File: src/rtl/gbx_pkg.sv
package gbx_pkg;

  typedef enum logic [2:0] {
    ST_IDLE,
    ST_PRE,
    ST_DATA,
    ST_EXT,
    ST_IFG,
    ST_GAP
  } gbx_state_e;

  typedef struct packed {
    logic       en;
    logic       ext;
    logic [7:0] data;
  } gbx_sym_t;

  localparam logic [7:0] PRE_BYTE = 8'h55;
  localparam logic [7:0] SFD_BYTE = 8'hD5;
  localparam logic [7:0] EXT_BYTE = 8'h0F;

endpackage

File: src/rtl/gbx_budget.sv
module gbx_budget #(
  parameter int BURST_BYTES = 8192
) (
  input  logic clk,
  input  logic rst_n,
  input  logic clear,
  input  logic step,
  output logic ok
);
  localparam int CW = $clog2(BURST_BYTES + 1) + 1;
  localparam logic [CW:0] LIM = (CW+1)'(BURST_BYTES);

  logic [CW-1:0] cnt;
  logic [CW:0]   with_cur;

  // count including the symbol emitted in the current cycle
  assign with_cur = {1'b0, cnt} + (CW+1)'(1);
  assign ok       = (with_cur <= LIM);

  always_ff @(posedge clk or negedge rst_n) begin
    if (!rst_n) begin
      cnt <= '0;
    end else if (clear) begin
      cnt <= '0;
    end else if (step && (cnt != '1)) begin
      cnt <= cnt + CW'(1);
    end
  end
endmodule

File: src/rtl/gbx_seq_ctrl.sv
module gbx_seq_ctrl
  import gbx_pkg::*;
#(
  parameter int SLOT_BYTES = 512,
  parameter int PRE_BYTES  = 8,
  parameter int IFG_BYTES  = 12
) (
  input  logic       clk,
  input  logic       rst_n,
  input  logic       in_valid,
  input  logic       in_sof,
  input  logic       in_eof,
  input  logic [7:0] in_data,
  input  logic       budget_ok,
  output logic       in_ready,
  output logic       budget_clear,
  output logic       budget_step,
  output gbx_sym_t   sym_next
);
  localparam int MAXPH = (PRE_BYTES > IFG_BYTES) ? PRE_BYTES : IFG_BYTES;
  localparam int PW    = $clog2(MAXPH + 1);
  localparam int SW    = $clog2(SLOT_BYTES + 1);
  localparam logic [PW-1:0] PRE_LAST = PW'(PRE_BYTES - 1);
  localparam logic [PW-1:0] IFG_LAST = PW'(IFG_BYTES - 1);
  localparam logic [SW:0]   SLOT_V   = (SW+1)'(SLOT_BYTES);
  localparam logic [SW-1:0] SLOT_SAT = SW'(SLOT_BYTES);

  gbx_state_e    state, state_n;
  logic [PW-1:0] phase;
  logic [SW-1:0] slot_cnt;
  logic          first_q;
  logic          slot_done;

  // true when the symbol sent this cycle completes the slot
  assign slot_done = (({1'b0, slot_cnt} + (SW+1)'(1)) >= SLOT_V);

  always_comb begin
    state_n      = state;
    sym_next     = '0;
    in_ready     = 1'b0;
    budget_clear = 1'b0;
    budget_step  = 1'b0;
    case (state)
      ST_IDLE: begin
        if (in_valid) begin
          if (in_sof) begin
            state_n      = ST_PRE;
            budget_clear = 1'b1;
          end else begin
            in_ready = 1'b1;
          end
        end
      end
      ST_PRE: begin
        sym_next.en   = 1'b1;
        sym_next.data = (phase == PRE_LAST) ? SFD_BYTE : PRE_BYTE;
        budget_step   = 1'b1;
        if (phase == PRE_LAST) state_n = ST_DATA;
      end
      ST_DATA: begin
        in_ready = 1'b1;
        if (in_valid) begin
          sym_next.en   = 1'b1;
          sym_next.data = in_data;
          budget_step   = 1'b1;
          if (in_eof) begin
            if (first_q && !slot_done) state_n = ST_EXT;
            else if (budget_ok)        state_n = ST_IFG;
            else                       state_n = ST_GAP;
          end
        end
      end
      ST_EXT: begin
        sym_next.ext  = 1'b1;
        sym_next.data = EXT_BYTE;
        budget_step   = 1'b1;
        if (slot_done) state_n = budget_ok ? ST_IFG : ST_GAP;
      end
      ST_IFG: begin
        sym_next.ext  = 1'b1;
        sym_next.data = EXT_BYTE;
        budget_step   = 1'b1;
        if (phase == IFG_LAST) state_n = (in_valid && in_sof) ? ST_PRE : ST_GAP;
      end
      ST_GAP: begin
        if (phase == IFG_LAST) state_n = ST_IDLE;
      end
      default: state_n = ST_IDLE;
    endcase
  end

  always_ff @(posedge clk or negedge rst_n) begin
    if (!rst_n) begin
      state    <= ST_IDLE;
      phase    <= '0;
      slot_cnt <= '0;
      first_q  <= 1'b0;
    end else begin
      state <= state_n;
      if ((state_n != state) || (state == ST_IDLE)) phase <= '0;
      else                                          phase <= phase + PW'(1);

      if ((state == ST_IDLE) || (state == ST_IFG)) begin
        slot_cnt <= '0;
      end else if (((state == ST_DATA) && in_valid) || (state == ST_EXT)) begin
        if (slot_cnt != SLOT_SAT) slot_cnt <= slot_cnt + SW'(1);
      end

      if ((state == ST_IDLE) && (state_n == ST_PRE))     first_q <= 1'b1;
      else if ((state == ST_IFG) && (state_n == ST_PRE)) first_q <= 1'b0;
    end
  end
endmodule

File: src/rtl/gbx_tx_reg.sv
module gbx_tx_reg
  import gbx_pkg::*;
(
  input  logic       clk,
  input  logic       rst_n,
  input  gbx_sym_t   sym_in,
  output logic [7:0] tx_data,
  output logic       tx_en,
  output logic       tx_ext
);
  always_ff @(posedge clk or negedge rst_n) begin
    if (!rst_n) begin
      tx_data <= '0;
      tx_en   <= 1'b0;
      tx_ext  <= 1'b0;
    end else begin
      tx_data <= sym_in.data;
      tx_en   <= sym_in.en;
      tx_ext  <= sym_in.ext;
    end
  end
endmodule

File: src/rtl/gbe_burst_tx.sv
module gbe_burst_tx
  import gbx_pkg::*;
#(
  parameter int SLOT_BYTES  = 512,
  parameter int PRE_BYTES   = 8,
  parameter int IFG_BYTES   = 12,
  parameter int BURST_BYTES = 8192
) (
  input  logic       clk,
  input  logic       rst_n,
  input  logic       in_valid,
  output logic       in_ready,
  input  logic [7:0] in_data,
  input  logic       in_sof,
  input  logic       in_eof,
  output logic [7:0] tx_data,
  output logic       tx_en,
  output logic       tx_ext
);
  logic     budget_ok, budget_clear, budget_step;
  gbx_sym_t sym_next;

  gbx_seq_ctrl #(
    .SLOT_BYTES(SLOT_BYTES),
    .PRE_BYTES (PRE_BYTES),
    .IFG_BYTES (IFG_BYTES)
  ) u_ctrl (
    .clk         (clk),
    .rst_n       (rst_n),
    .in_valid    (in_valid),
    .in_sof      (in_sof),
    .in_eof      (in_eof),
    .in_data     (in_data),
    .budget_ok   (budget_ok),
    .in_ready    (in_ready),
    .budget_clear(budget_clear),
    .budget_step (budget_step),
    .sym_next    (sym_next)
  );

  gbx_budget #(
    .BURST_BYTES(BURST_BYTES)
  ) u_budget (
    .clk  (clk),
    .rst_n(rst_n),
    .clear(budget_clear),
    .step (budget_step),
    .ok   (budget_ok)
  );

  gbx_tx_reg u_txreg (
    .clk    (clk),
    .rst_n  (rst_n),
    .sym_in (sym_next),
    .tx_data(tx_data),
    .tx_en  (tx_en),
    .tx_ext (tx_ext)
  );
endmodule

File: config.mk
export PLATFORM = sky130hd
export DESIGN_NAME = gbe_burst_tx
export DESIGN_NICKNAME = d
export VERILOG_FILES = /design/src/rtl/gbx_pkg.sv /design/src/rtl/gbx_budget.sv /design/src/rtl/gbx_seq_ctrl.sv /design/src/rtl/gbx_tx_reg.sv /design/src/rtl/gbe_burst_tx.sv
export SDC_FILE = /design/constraint.sdc
export NUM_CORES = 1
export LEC_CHECK = 0
export BUFFER_PORTS_ARGS = -buffer_cell sky130_fd_sc_hd__buf_2
export CORE_ASPECT_RATIO = 1.1
export CORE_MARGIN = 4
export CORE_UTILIZATION = 50
export CTS_BUF_LIST = sky130_fd_sc_hd__clkbuf_4
export DETAILED_ROUTE_END_ITERATION = 6
export GPL_TIMING_DRIVEN = 0
export PLACE_DENSITY = 0.81
export SLEW_MARGIN = 25
export SYNTH_ARGS = -nofsm -noshare
export SYNTH_HDL_FRONTEND = slang
export SYNTH_SLANG_ARGS = --single-unit
File: constraint.sdc
create_clock -name clk -period 3.4 [get_ports clk]
set_input_delay 0.68 -clock clk [delete_from_list [all_inputs] [get_ports clk]]
set_output_delay 0.68 -clock clk [all_outputs]
set_load 0.02 [all_outputs]
# After elaboration in Yosys (flattened, before gate mapping)
# Index checks and enable logic that the tools add are counted.
# op_classes
addsub	5
magnitude_cmp	2
n_eq_ne	11
mux	33
reduce_logical	18
# ops
cell	n
$mux W10	3
$mux W15	2
$mux W3	10
$pmux W8 S3	1
$pmux W3 S6	1
$add A15 B1 Y16 const B	1
$le A16 B14 Y1 const B	1
$mux W8	2
$add A15 B1 Y15 const B	1
$ne A15 B15 Y1 const B	1
$add A10 B1 Y11 const B	1
$ge A11 B10 Y1 const B	1
$add A10 B1 Y10 const B	1
$mux W1	10
$ne A10 B10 Y1 const B	1
$reduce_bool A2 Y1	4
$eq A3 B1 Y1 const B	2
$eq A3 B2 Y1 const B	2
$eq A3 B3 Y1 const B	2
$logic_and A1 B1 Y1	6
$pmux W1 S2	3
$add A4 B1 Y4 const B	1
$eq A4 B3 Y1 const B	1
$eq A4 B4 Y1 const B	1
8 further kinds	10
# totals
reg_bits	43
in_bits	13
output_inout_bits	11
word_cells	77

# Longest topological paths before layout
# depth
depth_word	12
mapped_depth	9
depth_no_buf	8

# By module
# Synthesis repeated with hierarchy kept, for this count alone.
# unflattened
hier_cells	285
area_unflattened_um2	2603.7
# by_module_without_submodules
module	instances	cells_per_inst	area_per_inst_um2	seq_area_each_um2
gbx_seq_ctrl	1	161	1311.3	450.4
gbx_budget	1	114	1042.2	375.4
gbx_tx_reg	1	10	250.2	250.2

# Least setup slack after synthesis
# No wires, ideal clock.
# synth_timing
kind	input to output
from	in in_valid
to	out in_ready
t_arrival_ns	1.488
t_required_ns	2.720
slack_ns	1.232
stages	3
n_path_buf	1
path_cell_list	clkbuf_1 > a21oi_1 > nor3_1
# synth_between
elab_chain_len	2
# synth_rtl
item	line_no	source
start, declared	gbe_burst_tx.sv:11	input logic in_valid,
$mux W1	gbx_seq_ctrl.sv:45	if (in_valid) begin
$pmux W1 S2	gbx_seq_ctrl.sv:43	case (state)
end, declared	gbe_burst_tx.sv:12	output logic in_ready,
# No other way between the ends.

# Final worst setup path
# layout_timing
from	reg u_ctrl.state[0]
to	out in_ready
# layout_between
elab_chain_len	2
word_cells_on_any_way	3
classes_between	eq/ne (1); mux (1); reduce/logical (1)
# layout_rtl
item	line_no	source
start, declared	gbx_seq_ctrl.sv:28	gbx_state_e state, state_n;
start signal, assigned	gbx_seq_ctrl.sv:99	state <= state_n;
$eq A3 B2 Y1 or $logic_not A3 Y1 (tied branches)	gbx_seq_ctrl.sv:43	
$pmux W1 S2 (*)	gbx_seq_ctrl.sv:43	
# Mark *: on every way between the ends. The rest lies on a longest branch, timed or not.

==> impl_results.md <==
- Worst skew pair latency: about 0.34 ns
- Site Rows: 26
- CTS tree: built
- Clock share of power: 11.8%
- GR peak layer: met2
- H-tree levels: 2
- Psw: approximately 0.85 mW
- # fillers: slightly above 400
- Total die area: roughly 6100 um^2
- Core Util, Final: 57.1%
- RSZ-0062 raised after global routing: no
- Syn nets: ~290
- Hold Fails Final Rpt: 0
- Peak VDD IR: between 0.0002 and 0.0003 V
- Int Pwr: around 1.1 mW
- Setup bufs post-CTS: 0
- Core ar.: approximately 4700 um^2
- Area Overhead vs Synth: 9.51%
- Status: finished clean
- Cells after Synth: ~270
- Sequential cell area: about 1100 um^2
- Min Tclk post-route: 2.81 ns
- CTS root buf: clkbuf_4
- PortBufs: 23
- Required time of the critical path: about 2.7 ns
- Total global-route track usage: between 10% and 20%
- Post-DR wirelength/cell: approximately 15 um
- Largest net degree at the start of global routing: 44
- Leak Pwr: about 1.2 nW
- Post-Syn Area: about 2500 um^2
- Cell Pwr Density: slightly above 700 nW/um^2
- Fin crit share: between 80% and 90%
- CTS buffer count: 5
- Initial antenna violation count: 0
- Max-slew violation count: 0
- Slew Limit Headroom: between 60% and 70%
- # setup viols final: 0
- Commonest non-fill, non-tap cell in the layout: dfrtp_1
- First-pass GRT wire length: 8900 um
- Routability congestion estimate: between 0.8 and 0.9
- Clk slew on worst S/H paths: 0.12 ns
- Longest Clk Path Bufs: 2
- Combinational group share of total power: 47.8%
- Synthesis warning total: 0
- Number of global-route vias before repair: 2021
- Worst reg2reg path depth: 6
- Multi-input logic area: about 1300 um^2
- Worst Clk Skew: between 0.005 and 0.006 ns
- Tightest Pin Transition: 0.570 ns
- Grt met2 use: 32.1%
- CP endpoint kind: output pin
- Nets@finish: approximately 320
- Cell variety after synth: 54
- Final ANT Viol Nets: 0
- Die W: about 75 um
- Synth Register Bits: 43
- Ports: 24
- Sw frac: approximately 44%
- Share of cells above drive strength 1: 16.6%
- Final HPWL DP: ~3900 um
- Post-CTS Resized: 0
- Fraction of registers with async set/reset: 100%
- First-pass iteration count of the detailed router: 4
- FMAX: 356 MHz
- Drt initial violations: 113
- Antenna Cells: 0
- Routed vias/inst: 5.89
- Hold Buf Count CTS: 0
- Top_reg_cell synth: dfrtp_1
- DRC: 0
- WP data arrival: ~2.1 ns
- Initial Utilization: a little over half
- Crit path kind: flip-flop to output pin
- Flop pwr share: 40.3%
- Power, Total: around 2 mW
- M1 GR Usage: between 20% and 30%
- Path category of the worst min-delay check: input pin to async pin
- Post-synth EDFFs: 0
- Clock sink total: between 40 and 50
- Crit path launch type: flip-flop
- Max-cap violation count: 0
- DR vias: approximately 2100
- Die height: 81.6 um
- Met3 usage in global routing: 3.92%
- Remaining Overflow, GRT: 0
- DRT Wirelength: just over 5000 um
- Most frequent cells in the layout: 43 x dfrtp_1, 28 x buf_2, 27 x o21ai_0
- Register area share after synthesis: 43.7%
- TNS Setup: 0 ns
- Crit-path max FO: 10
- Mean Syn Cell Area: between 9 and 10 um^2
==> kinds of logic (layout without fill, tap and decap cells) <==
group	Yosys count	count (layout)	synth area share, %
and+or+nand+nor	120	120	27.7
AOI/OAI and AO/OA	69	69	17.1
DFF	43	43	43.7
buffers and inverters	20	50	3.76
xor gates and xnor gates	10	10	3.56
muxes	5	5	2.08
adders and majority gates	4	4	2.03
==> critical path, cell delays in order, from the launching register on <==
cell and delay (ns):
dfrtp_1 0.40, clkbuf_1 0.32, clkbuf_1 0.38, buf_1 0.40, nor3_1 0.11, buf_2 0.17
==> synth_stat cells (all sizes together) (2+ instances only) <==
master | number | area share, %
a21oi | 17 | 3.5
a31oi | 5 | 1.3
and2 | 5 | 1.3
and3 | 6 | 1.6
buf | 8 | 1.8
clkbuf | 6 | 0.92
dfrtp | 43 | 44
ha | 4 | 2.0
inv | 6 | 1.0
mux2i | 4 | 1.6
nand2 | 25 | 3.8
nand2b | 3 | 0.76
nand3 | 20 | 4.1
nand3b | 2 | 0.61
nand4 | 3 | 1.4
nor2 | 27 | 4.4
nor2b | 3 | 0.76
nor3 | 6 | 1.9
nor3b | 3 | 1.1
nor4 | 4 | 1.9
nor4bb | 2 | 0.81
o21ai | 29 | 5.9
o31ai | 8 | 3.0
o41ai | 2 | 0.71
or2 | 2 | 0.51
or3 | 4 | 1.0
or3b | 3 | 1.1
xnor2 | 3 | 1.1
xor2 | 7 | 2.5
==> power groups by stage <==
stage	combinational (mW)	sequential [mW]	clock [mW]
after floorplan	0.649	0.829	0
after global placement	0.901	0.786	0
after detailed placement	0.939	0.794	0
after CTS	0.939	0.784	0.238
after global routing	1.05	0.804	0.262
final	0.932	0.786	0.231
==> per-stage QoR <==
step           setup slack, ns  std cells  area (um^2)  hold WS [ns]
2_1_floorplan             1.23        271         2460         0.384
3_3_place_gp              1.01        350         2650         0.515
3_5_place_dp             0.980        350         2650         0.536
4_1_cts                  0.588        357         2690         0.503
5_1_grt                  0.379        357         2700         0.334
6_report                 0.591        357         2700         0.304
==> layer usage <==
metal  up-vias  share of wire [%]
met5         -                  0
met4         0                1.3
met3         8                5.3
met2        71                 50
met1       995                 43
li1       1029                  -
==> sequential cells by signal (all words and copies together) (netlist names) <==
signal / count
u_ctrl.first_q: 1
u_ctrl.slot_cnt: 10
u_txreg.tx_data: 8
u_txreg.tx_ext: 1
u_budget.cnt: 15
u_ctrl.phase: 4
u_ctrl.state: 3
u_txreg.tx_en: 1
==> area by class of cell <==
type	instances	area share (%)
Timing Repair Buffer	23	4.36
Clock inverter	2	0.325
Inverter	6	0.929
Multi-Input combinational cell	208	48.0
Sequential cell	43	39.9
Clock buffer	5	1.39
Tap cell	56	2.60
Buffer	14	2.51
==> final timing paths <==
path,end,slack (ns),startpoint
hold reg to reg,u_ctrl.slot_cnt[9]$_DFFE_PN0P_,0.55,u_ctrl.slot_cnt[9]$_DFFE_PN0P_
setup reg to reg,u_ctrl.phase[3]$_DFF_PN0_,1.13,u_ctrl.slot_cnt[4]$_DFFE_PN0P_
max in group asynchronous,u_budget.cnt[9]$_DFFE_PN0P_,2.73,rst_n
hold / removal,u_budget.cnt[11]$_DFFE_PN0P_,0.30,rst_n
setup / recovery,in_ready,0.59,u_ctrl.state[0]$_DFF_PN0_
min in group clk,u_ctrl.slot_cnt[9]$_DFFE_PN0P_,0.55,u_ctrl.slot_cnt[9]$_DFFE_PN0P_
(Power assumes the default switching activity.)
